File: src/rtl/sar_serial_pkg.sv
// Package: constants and helpers shared by the serial output sequencer.
// Positions are counted in serial clock falls since the select fell.
package sar_serial_pkg;

    // Fall at which the word is taken and the null bit is driven.
    localparam int unsigned NULL_FALL = 2;

    // Fall that carries the least significant bit of the first pass.
    function automatic int unsigned lsb_fall(input int unsigned width);
        return NULL_FALL + width;
    endfunction

    // Last fall that still drives data (end of the reversed pass).
    function automatic int unsigned last_fall(input int unsigned width);
        return 2 * width + 1;
    endfunction

    // Saturation value of the fall counter: one past the last data fall.
    function automatic int unsigned sat_fall(input int unsigned width);
        return 2 * width + 2;
    endfunction

    // Counter width that holds the saturation value.
    function automatic int unsigned cnt_bits(input int unsigned width);
        return $clog2(2 * width + 3);
    endfunction

endpackage

File: src/rtl/sar_serial_edge.sv
// Module: edge detector for the serial clock and the chip select.
// Assumes both inputs are already synchronous to clk. The reset value of the
// select history is 0, so a select that is low when reset ends is not taken
// as a falling edge.
module sar_serial_edge (
    input  logic clk,
    input  logic rst_n,
    input  logic sclk,
    input  logic cs_n,
    output logic sclk_fall,
    output logic cs_fall
);

    logic sclk_q;
    logic cs_q;

    // Keep last cycle's samples of both lines.
    always_ff @(posedge clk) begin
        if (!rst_n) begin
            sclk_q <= 1'b0;
            cs_q   <= 1'b0;
        end else begin
            sclk_q <= sclk;
            cs_q   <= cs_n;
        end
    end

    // A fall is a sampled high followed by a present low.
    always_comb begin
        sclk_fall = sclk_q & ~sclk;
        cs_fall   = cs_q & ~cs_n;
    end

endmodule

File: src/rtl/sar_serial_frame.sv
// Module: frame tracker. It holds the frame-active flag and a saturating
// count of serial clock falls since the select fell, and it marks the capture
// fall. Assumes that a select fall and a serial clock fall do not land in the
// same system cycle.
module sar_serial_frame
    import sar_serial_pkg::*;
#(
    parameter int unsigned WIDTH = 12,
    localparam int unsigned CNT_W = cnt_bits(WIDTH)
) (
    input  logic             clk,
    input  logic             rst_n,
    input  logic             cs_n,
    input  logic             cs_fall,
    input  logic             sclk_fall,
    output logic             active,
    output logic [CNT_W-1:0] cnt,
    output logic             capture,
    output logic             strobe
);

    localparam logic [CNT_W-1:0] SAT_C     = CNT_W'(sat_fall(WIDTH));
    localparam logic [CNT_W-1:0] PRE_NULL  = CNT_W'(NULL_FALL - 1);

    // The fall that reaches the null position captures the word.
    always_comb begin
        capture = active & ~cs_n & sclk_fall & (cnt == PRE_NULL);
    end

    // Open on a select fall, close on select high, count falls up to saturation.
    always_ff @(posedge clk) begin
        if (!rst_n) begin
            active <= 1'b0;
            cnt    <= '0;
            strobe <= 1'b0;
        end else begin
            strobe <= capture;
            if (cs_n) begin
                active <= 1'b0;
                cnt    <= '0;
            end else if (cs_fall) begin
                active <= 1'b1;
                cnt    <= '0;
            end else if (active && sclk_fall && cnt != SAT_C) begin
                cnt <= cnt + 1'b1;
            end
        end
    end

endmodule

File: src/rtl/sar_serial_out.sv
// Module: output stage. It keeps the captured word and decodes the fall count
// into the enable, the serial bit and the two power flags. The enable and the
// flags are gated directly by the select, so raising it acts in the same cycle.
module sar_serial_out
    import sar_serial_pkg::*;
#(
    parameter int unsigned WIDTH = 12,
    localparam int unsigned CNT_W = cnt_bits(WIDTH)
) (
    input  logic             clk,
    input  logic             rst_n,
    input  logic             cs_n,
    input  logic             active,
    input  logic [CNT_W-1:0] cnt,
    input  logic             capture,
    input  logic [WIDTH-1:0] sample_word,
    output logic             dout,
    output logic             dout_en,
    output logic             analog_off,
    output logic             full_off
);

    localparam logic [CNT_W-1:0] FIRST_C = CNT_W'(NULL_FALL);
    localparam logic [CNT_W-1:0] LAST_C  = CNT_W'(last_fall(WIDTH));
    localparam logic [CNT_W-1:0] DONE_C  = CNT_W'(lsb_fall(WIDTH));

    logic [WIDTH-1:0] word_q;
    logic             bit_sel;

    // Hold the word taken at the capture fall.
    always_ff @(posedge clk) begin
        if (!rst_n) begin
            word_q <= '0;
        end else if (capture) begin
            word_q <= sample_word;
        end
    end

    // Pick the bit for the current fall: forward pass, then reversed pass without bit 0.
    always_comb begin
        bit_sel = 1'b0;
        for (int i = 0; i < WIDTH; i++) begin
            if (cnt == CNT_W'(lsb_fall(WIDTH) - i)) bit_sel = word_q[i];
            if (i > 0 && cnt == CNT_W'(lsb_fall(WIDTH) + i)) bit_sel = word_q[i];
        end
    end

    // Power flags and driver enable.
    always_comb begin
        full_off   = cs_n | ~active;
        analog_off = full_off | (cnt >= DONE_C);
        dout_en    = ~full_off & (cnt >= FIRST_C) & (cnt <= LAST_C);
        dout       = dout_en & bit_sel;
    end

endmodule

File: src/rtl/sar_serial_seq.sv
// Module: top of the serial output sequencer. It joins the edge detector, the
// frame tracker and the output stage. Assumes sclk and cs_n are synchronous
// to clk and that each sclk level lasts at least two clk cycles.
module sar_serial_seq
    import sar_serial_pkg::*;
#(
    parameter int unsigned WIDTH = 12
) (
    input  logic             clk,
    input  logic             rst_n,
    input  logic             cs_n,
    input  logic             sclk,
    input  logic [WIDTH-1:0] sample_word,
    output logic             dout,
    output logic             dout_en,
    output logic             sample_strobe,
    output logic             analog_off,
    output logic             full_off
);

    localparam int unsigned CNT_W = cnt_bits(WIDTH);

    logic             sclk_fall;
    logic             cs_fall;
    logic             active;
    logic [CNT_W-1:0] cnt;
    logic             capture;

    sar_serial_edge u_edge (
        .clk       (clk),
        .rst_n     (rst_n),
        .sclk      (sclk),
        .cs_n      (cs_n),
        .sclk_fall (sclk_fall),
        .cs_fall   (cs_fall)
    );

    sar_serial_frame #(.WIDTH(WIDTH)) u_frame (
        .clk       (clk),
        .rst_n     (rst_n),
        .cs_n      (cs_n),
        .cs_fall   (cs_fall),
        .sclk_fall (sclk_fall),
        .active    (active),
        .cnt       (cnt),
        .capture   (capture),
        .strobe    (sample_strobe)
    );

    sar_serial_out #(.WIDTH(WIDTH)) u_out (
        .clk         (clk),
        .rst_n       (rst_n),
        .cs_n        (cs_n),
        .active      (active),
        .cnt         (cnt),
        .capture     (capture),
        .sample_word (sample_word),
        .dout        (dout),
        .dout_en     (dout_en),
        .analog_off  (analog_off),
        .full_off    (full_off)
    );

endmodule

File: config.mk
export PLATFORM = sky130hd
export DESIGN_NAME = sar_serial_seq
export DESIGN_NICKNAME = d
export VERILOG_FILES = /design/src/rtl/sar_serial_pkg.sv /design/src/rtl/sar_serial_edge.sv /design/src/rtl/sar_serial_frame.sv /design/src/rtl/sar_serial_out.sv /design/src/rtl/sar_serial_seq.sv
export SDC_FILE = /design/constraint.sdc
export NUM_CORES = 1
export LEC_CHECK = 0
export ABC_CLOCK_PERIOD_IN_PS = 4100
export BUFFER_PORTS_ARGS = -buffer_cell sky130_fd_sc_hd__buf_4
export CORE_AREA = 2 2 56 58
export DETAILED_ROUTE_END_ITERATION = 10
export DIE_AREA = 0 0 58 60
export PLACE_DENSITY = 0.8
export SYNTH_ARGS = -nofsm -noshare
export SYNTH_HDL_FRONTEND = slang
export SYNTH_HIERARCHICAL = 1
export SYNTH_SLANG_ARGS = --single-unit
File: constraint.sdc
create_clock -name clk -period 4.1 [get_ports clk]
set_input_delay 0.82 -clock clk [delete_from_list [all_inputs] [get_ports clk]]
set_output_delay 0.82 -clock clk [all_outputs]
set_load 0.01 [all_outputs]
# After elaboration in Yosys (flattened, before gate mapping)
# Index checks and enable logic that the tools add are counted.
totals:
  mem_bits_ro: 0
  ramBits: 0
  latch_bits: 0
  register_bits: 21
  n_memories: 0
  word_cells: 77
classes:
  n_shift: 0
  n_mul: 0
  div: 0
  muxes: 23
  eq_ne: 25
  magnitude_cmp: 3
  reduce_logical: 4
  n_bitwise: 15
  add_sub_neg: 1
ops:
  columns: ["operator", "count"]
  rows:
  - ["$eq 5x5->1 const B", 10]
  - ["$eq 5x4->1 const B", 8]
  - ["$mux 1", 23]
  - ["$eq 5x3->1 const B", 4]
  - ["$and 1x1->1", 8]
  - ["$add 5x1->5 const B", 1]
  - ["$eq 5x1->1 const B", 1]
  - ["$eq 5x2->1 const B", 1]
  - ["$ge 5x2->1 const B", 1]
  - ["$ge 5x4->1 const B", 1]
  - ["$le 5x5->1 const B", 1]
  - ["$ne 5x5->1 const B", 1]
  - ["$not 1->1", 5]
  - ["$reduce_or 3->1", 1]
  - ["$logic_and 1x1->1", 2]
  - ["$or 1x1->1", 2]
  - ["$reduce_or 2->1", 1]

# Depth between registers and ports, before layout
# Gate-level depths: netlist of run 1.
depth:
  ltp_word: 25
  depth_mapped: 8
  depth_no_buf: 7

# Modules after synthesis
# Netlist of run 1, hierarchy kept.
by_module_without_submodules:
  columns: ["mod", "cells_per_inst", "n_inst", "area_per_inst_um2", "seq_area_each_um2"]
  rows:
  - ["sar_serial_out", 103, 1, 943.4, 240.2]
  - ["sar_serial_frame", 42, 1, 366.6, 140.1]
  - ["sar_serial_edge", 6, 1, 68.8, 40.0]

# Least setup slack after synthesis of run 1
# No wires, ideal clock.
synth_path:
  kind: "input-to-output"
  startpoint: "input port cs_n"
  endpoint: "output port dout"
  arrival_time_ps: 1506
  t_required_ps: 3280
  setup_slack_ps: 1774
  cell_stages: 4
  n_path_buf: 0
  path_cell_list: "nand2b_1 -> a31oi_2 -> o21ai_1 -> o2bb2ai_1"
synth_via:
  elab_chain_len: 5
synth_rtl:
  columns: ["element", "line_no", "source"]
  rows:
  - ["start: declaration", "sar_serial_seq.sv:11", "input logic cs_n,"]
  - ["$or 1x1->1", "sar_serial_out.sv:50", "full_off = cs_n | ~active;"]
  - ["$not 1->1", "sar_serial_out.sv:52", "dout_en = ~full_off & (cnt >= FIRST_C) & (cnt <= LAST_C);"]
  - ["$and 1x1->1 (2 in series)", "sar_serial_out.sv:52", null]
  - ["$and 1x1->1", "sar_serial_out.sv:53", "dout = dout_en & bit_sel;"]
  - ["end: declaration", "sar_serial_seq.sv:14", "output logic dout,"]
# No other way between the ends.

# Final worst setup path of run 1
layout_path:
  startpoint: "register u_frame.cnt[1]"
  endpoint: "output port dout"
layout_via:
  elab_chain_len: 25
  word_cells_on_any_way: 51
layout_rtl:
  columns: ["element", "line_no", "source"]
  rows:
  - ["start: declaration", "sar_serial_frame.sv:17", "output logic [CNT_W-1:0] cnt,"]
  - ["start signal: assignment", "sar_serial_frame.sv:45", "cnt <= cnt + 1'b1;"]
  - ["$eq 5x4->1", "sar_serial_out.sv:43", "if (cnt == CNT_W'(lsb_fall(WIDTH) - i)) bit_sel = word_q[i];"]
  - ["$mux 1 (2 in series)", "sar_serial_out.sv:43", null]
  - ["$mux 1", "sar_serial_out.sv:44", "if (i > 0 && cnt == CNT_W'(lsb_fall(WIDTH) + i)) bit_sel = word_q[i];"]
  - ["$mux 1", "sar_serial_out.sv:43", null]
  - ["$mux 1", "sar_serial_out.sv:44", null]
  - ["$mux 1", "sar_serial_out.sv:43", null]
  - ["$mux 1", "sar_serial_out.sv:44", null]
  - ["$mux 1", "sar_serial_out.sv:43", null]
  - ["(+8 left out)", null, null]
  - ["$mux 1", "sar_serial_out.sv:44", null]
  - ["$mux 1", "sar_serial_out.sv:43", null]
  - ["$mux 1", "sar_serial_out.sv:44", null]
  - ["$mux 1", "sar_serial_out.sv:43", null]
  - ["$mux 1", "sar_serial_out.sv:44", null]
  - ["$mux 1", "sar_serial_out.sv:43", null]
  - ["$mux 1", "sar_serial_out.sv:44", null]
  - ["$and 1x1->1 *", "sar_serial_out.sv:53", null]
# Every way passes the cells marked *; elsewhere a longest branch is shown, timed or not.

==> flow_summary_export.csv, run 1 <==
group,metric,value,unit
power,p_leak,0.0005436,uW
synthesis,synthDistinctLibCells,49,
routing,routed.top_layer,"met4",
clock_tree,insertion_delay,0.29,ns
synthesis,avgSynthCellArea,9.131,um^2
synthesis,netlist_instances,151,
timing,fin_crit,3.021,ns
die,core_area,2903,um^2
cells_and_area,n_fill_cell,264,
synthesis,yosysMostFrequentCell,"dfxtp_1",
die,die_area,3480,um^2
run_status,status,"complete, no violations",
routing,first_pass_iters,4,
timing,tightest_slew,0.9045,ns
clock_tree,cts_setup_buffers,0,
routing,route.met2.wl,1.308,mm
clock_tree,htree_num_levels,1,
global_route,gr-total-overflow,0,
worst_setup_path,crit_type,"reg -> out",
worst_setup_path,cp.arrival,2.20,ns
synthesis,synth-async-reset-ratio,0,
worst_setup_path,critPathBufInv,1,
routing,routedWlPerCell,13.21,um
placed_design,gp_congestion,0.8746,
worst_setup_path,crit_chain,"xnor2_1, a31oi_1, a2bb2oi_2, o22ai_1, o2bb2ai_1, buf_4",
routing,drc,0,
timing,setup_violations,0,
routing,vias,1116,
timing,tns,0,ns
synthesis,synth_warnings,6,
cells_and_area,diodes,0,
synthesis,synth_top_area_frac,0.3049,
global_route,antenna_found_initial,0,
routing,drt_iter0_drc,10,
synthesis,synth_area_leaders,"dfxtp_1 30%, mux2i_1 10%, nor2b_1 7.3%",
clock_tree,clock_path_buffers,2,
clock_tree,tritoncts,"done",
timing,skew,0.007646,ns
placed_design,io_buffers,20,
cells_and_area,fin_cells,199,
timing,hold_violations,0,
power,ir_drop,0.0001907,V
flow_run,maxCapViolations,0,
timing,fin_crit_sh,0.7369,
placed_design,dp_hpwl,1.989,mm
routing,route.met3.wl,104,um
die,io_pins,21,
synthesis,synth_edf_count,0,
clock_tree,cts_resized,0,
synthesis,yosys.area.top_type,"dfxtp_1",
timing,max_freq,0.3310,GHz
routing,wirelength,2.629,mm
synthesis,netlist_area,1379,um^2
synthesis,synth_commonest_cells,"21 x dfxtp_1, 16 x nor2b_1, 14 x mux2i_1",
worst_setup_path,crit_family,"flip-flops",
routing,wl_met1,1.200,mm
global_route,track_usage,0.1629,
clock_tree,cts.clk_slew.worst_paths,0.11,ns
timing,maxSlewViolCount,0,
worst_setup_path,worstPathMaxFanout,26,
routing,ant_nets,0,
min_path,hold_path.class,"reg -> reg",
clock_tree,hold_buffers,0,
clock_tree,cts_buffers,3,
synthesis,yosysSeqAreaShare,0.3049,
timing,max_slew_margin,0.3962,
worst_setup_path,startpoint_type,"flop",
synthesis,ys_ff_latch,21,
clock_tree,cts_sinks,21,
worst_setup_path,slowest_delay,0.93,ns
timing,holdWs,0.5366,ns
die,die_h,60,um
worst_setup_path,end_kind,"output port",
global_route,grt_first_pass_wirelength,4.457,mm
worst_setup_path,worst_path_max_delay_cell,"dfxtp_1",
timing,rsz0062_at_grt,"no",
placed_design,place_inst,195,
global_route,grt_pass1_vias,1042,
die,rows,20,
power,p_per_area,212.2,nW/um^2
synthesis,syn_nets,170,
synthesis,ys.flop_type,"dfxtp_1",
cells_and_area,syn_to_final_growth,10.44,%
global_route,grt_max_degree,27,
die,start_util,0.4750,
cells_and_area,final_net_count,186,
cells_and_area,drive_gt1_frac,0.2229,
routing,vias_per_cell,5.608,
die,die_x,58,um
clock_tree,root_buffer,"clkbuf_4",
worst_setup_path,cp.required,3.28,ns
sequential cells by signal, summed over array words and instances, names as in the netlist:
signal / cells
u_out/word_q: 12
u_edge/cs_q: 1
u_edge/sclk_q: 1
u_frame/strobe: 1
u_frame/cnt: 5
u_frame/active: 1
layout by cell type (no fill, tap or decap), drive strengths merged, types with 3 or more instances in the layout:
master  netlist  layout
nand2b        4       4
nor2          5       5
nand2        10      10
nor4b         3       3
clkbuf        1       4
inv           6       6
dfxtp        21      21
a21oi         4       4
ha            3       3
o21ai        10      10
nor2b        17      17
and2          3       3
mux2i        14      14
buf           9      21
a31oi         3       3
nor3b         4       4
o22ai         5       5
worst paths after layout:
path	start	end	slack, ns	cells past startpoint
worst min-delay path	u_out/word_q[7]	u_out/word_q[7]	0.54	2
worst min register to register	u_out/word_q[7]	u_out/word_q[7]	0.54	2
worst max register to register	u_frame/cnt[1]	u_out/word_q[11]	2.02	8
worst max-delay path	u_frame/cnt[1]	dout	1.08	6
layout make-up:
class                           count  area [um^2]  share of cell area
Multi-Input combinational cell    114        854.6              0.5612
Inverter                            6        22.52             0.01479
Sequential cell                    21        420.4              0.2761
Clock buffer                        4        26.28             0.01726
Tap cell                           33        41.29             0.02712
Timing Repair Buffer               21        157.7              0.1035
routing by layer:
metal | vias up | global-route usage
met1 | 526 | 0.2079
met3 | 2 | 0.02814
li1 | 569 | -
met2 | 19 | 0.2760
met5 | - | 0
met4 | 0 | 0.05980
through the flow:
stage,util,area (um^2),power (uW),setup WS [ns]
finish,0.5246,1523,323.2,1.079
global route,0.5246,1523,335.7,0.8915
CTS,0.5246,1523,327.7,1.053
detailed placement,0.5155,1496,232.3,1.404
global placement,0.5155,1496,231.4,1.521
floorplan,-,1379,218.4,1.774
kinds of logic after synthesis:
group	synth area share
simple gates	0.2868
compound gates	0.1806
flops	0.3049
buf+inv	0.07531
mux	0.1125
fa+ha+maj	0.02723
xor+xnor	0.01271
worst reg2reg max path: cells and delay by family (launching register included):
kind                       cells  cell delay, ns
and+or+nand+nor                4            0.38
adders and majority gates      1            0.20
buffers and inverters          2            0.29
muxes                          1            0.18
DFF                            1            0.93
report_power, final:
part	total, uW	internal, uW	switching [uW]
sequential	206	205	0.586
combinational	21.6	14.3	7.39
clock	95.8	37.8	57.9
Power figures use the tool's default switching activity.
==> inputs of run 2 (changes only) <==
--- a/config.mk
+++ b/config.mk
@@ -5,12 +5,12 @@
 export SDC_FILE = /design/constraint.sdc
 export NUM_CORES = 1
 export LEC_CHECK = 0
-export ABC_CLOCK_PERIOD_IN_PS = 4100
+export ABC_CLOCK_PERIOD_IN_PS = 2540
 export BUFFER_PORTS_ARGS = -buffer_cell sky130_fd_sc_hd__buf_4
 export CORE_AREA = 2 2 56 58
 export DETAILED_ROUTE_END_ITERATION = 10
 export DIE_AREA = 0 0 58 60
-export PLACE_DENSITY = 0.8
+export PLACE_DENSITY = 0.83
 export SYNTH_ARGS = -nofsm -noshare
 export SYNTH_HDL_FRONTEND = slang
 export SYNTH_HIERARCHICAL = 1
==> constraint.sdc (replaced) <==
create_clock -name clk -period 2.54 [get_ports clk]
set_input_delay 0.508 -clock clk [delete_from_list [all_inputs] [get_ports clk]]
set_output_delay 0.508 -clock clk [all_outputs]
set_load 0.01 [all_outputs]
==> run 2 against run 1 <==
Worst setup slack got worse by 0.97 ns; clock skew shrank 0.0054 ns; global-route usage grew 1.5 points; flip-flop and latch count stayed put; core utilization rose by 0.73 points; routed wire length is 11% higher; critical path type unchanged; critical endpoint unchanged.
==> flow_summary_export.csv, run 2 (synthesis results as in run 1) <==
group,metric,value,unit
worst_setup_path,worst_path_max_delay_cell,"dfxtp_1",
power,p_sw,113.8,uW
placed_design,gp_congestion,0.7876,
global_route,antenna_found_initial,0,
cells_and_area,final_cell_mix,"23 x buf_4, 17 x dfxtp_1, 16 x nor2b_1",
die,die_area,3480,um^2
clock_tree,root_buffer,"clkbuf_4",
power,p_per_area,341.2,nW/um^2
cells_and_area,diodes,0,
global_route,grt_pass1_vias,1071,
power,ir_drop,0.0002640,V
die,io_pins,21,
cells_and_area,layout_commonest_cell,"buf_4",
timing,tns,0,ns
timing,rsz0062_at_grt,"no",
timing,maxSlewViolCount,0,
min_path,holdPathStages,2,
global_route,gr-total-overflow,0,
placed_design,io_buffers,20,
power,seqPwrFrac,0.630,
routing,vias,1171,
worst_setup_path,crit_chain,"inv_1, a221o_1, o21ai_1, o2bb2ai_1, buf_4",
worst_setup_path,r2r.worst_path.cells,7,
min_path,min_to,"u_edge/sclk_q",
clock_tree,htree_num_levels,1,
worst_setup_path,slowest_delay,0.68,ns
timing,max_slew_margin,0.6363,
clock_tree,hold_buffers,0,
routing,wirelength,2.927,mm
worst_setup_path,worstPathMaxFanout,17,
cells_and_area,regArea,425.4,um^2
global_route,grt_max_degree,23,
global_route,track_usage,0.1775,
cells_and_area,drive_gt1_frac,0.2619,
power,p_total,526.8,uW
power,p_int,413.0,uW
cells_and_area,final_net_count,188,
timing,fin_crit,2.434,ns
power,comb_power_share,0.066,
flow_run,maxCapViolations,0,
worst_setup_path,rr_startpoint,"u_frame/cnt[0]",
placed_design,dp_hpwl,2.164,mm
clock_tree,clock_path_buffers,2,
die,core_area,2903,um^2
clock_tree,cts_setup_buffers,0,
clock_tree,insertion_delay,0.31,ns
min_path,hold_path.class,"in -> reg",
min_path,min_from,"sclk",
timing,tightest_slew,0.5448,ns
routing,first_pass_iters,4,
timing,hold_violations,0,
worst_setup_path,crit_type,"reg -> out",
die,die_x,58,um
routing,routedWlPerCell,14.56,um
cells_and_area,multiInputGateArea,854.6,um^2
timing,setup_violations,0,
die,rows,20,
timing,setup_slack,0.1058,ns
routing,drt_iter0_drc,64,
placed_design,post-place-ws,0.2884,ns
cells_and_area,syn_to_final_growth,11.98,%
cells_and_area,largest-register,"u_out/word_q",
clock_tree,cts_buffers,3,
power,sw_frac_of_total,0.2160,
timing,max_freq,0.4108,GHz
timing,skew,0.002205,ns
cells_and_area,largest_reg_flops,12,
cells_and_area,top_regs,"u_out/word_q x12, u_frame/cnt x5",
die,die_h,60,um
clock_tree,cts_sinks,21,
worst_setup_path,cp.arrival,1.93,ns
timing,fin_crit_sh,0.9583,
worst_setup_path,regToRegSetupSlack,0.53,ns
worst_setup_path,startpoint_type,"flop",
worst_setup_path,end_kind,"output port",
global_route,grt_first_pass_wirelength,4.629,mm
clock_tree,tritoncts,"done",
placed_design,place_inst,197,
routing,ant_nets,0,
cells_and_area,fin_cells,201,
worst_setup_path,cp.required,2.03,ns
worst_setup_path,r2r-end,"u_out/word_q[7]",
cells_and_area,n_fill_cell,270,
cells_and_area,utilization,0.5319,
routing,drc,0,
run_status,status,"complete, no violations",
clock_tree,cts.clk_slew.worst_paths,0.11,ns
power,power.share.clock,0.304,
power,p_leak,0.0005593,uW
die,start_util,0.4750,
routing,vias_per_cell,5.826,
run 2: how the worst max path moves through the flow:
stage	start	cells after the start	to	slack [ns]
after floorplan	u_frame/cnt[4]	7	dout	0.74
after global routing	u_frame/cnt[0]	5	dout	0.005
after global placement	u_frame/cnt[4]	6	dout	0.34
after CTS	u_frame/cnt[2]	6	dout	0.09
after detailed placement	u_frame/cnt[4]	6	dout	0.29
final	u_frame/cnt[0]	5	dout	0.11
run 2: area by class of cell:
class                           instances  share of cell area
Tap cell                               33             0.02674
Clock buffer                            3             0.01459
Multi-Input combinational cell        114              0.5535
Timing Repair Buffer                   23              0.1118
Sequential cell                        21              0.2755
Clock inverter                          1            0.003241
Inverter                                6             0.01459
run 2: metal layers:
| metal | GRT usage | vias to the layer above | part of all wire |
|---|---|---|---|
| met1 | 0.2132 | 562 | 0.45 |
| met5 | 0 | - | 0 |
| met3 | 0.03463 | 8 | 0.036 |
| met2 | 0.2922 | 29 | 0.49 |
| met4 | 0.1096 | 0 | 0.029 |
| li1 | - | 572 | - |
run 2: stage by stage:
step	hold WS (ns)	cell area, um^2
floorplan	0.4789	1379
global placement	0.5007	1511
detailed placement	0.5141	1511
CTS	0.3997	1543
global route	0.4101	1544
finish	0.4071	1544
run 2: repair_timing:
item,CTS,global route
resized for setup,3,1
endpoints found under the hold margin,0,0
endpoints found under the setup margin,1,1
run 2: power groups by stage:
| stage | combinational, uW | sequential, uW | clock [uW] |
|---|---|---|---|
| 3_3_place_gp | 34.1 | 339 | 0 |
| 6_report | 34.9 | 332 | 160 |
| 4_1_cts | 35.4 | 332 | 167 |
| 3_5_place_dp | 35.0 | 340 | 0 |
| 5_1_grt | 37.7 | 333 | 180 |
| 2_1_floorplan | 13.2 | 339 | 0 |
run 2: worst max-delay path: cells and delay by family (launching register included):
kind                   cells  cell delay (ns)
buffers and inverters      2             0.36
AO/OA/AOI/OAI              3             0.58
flip-flops                 1             0.68
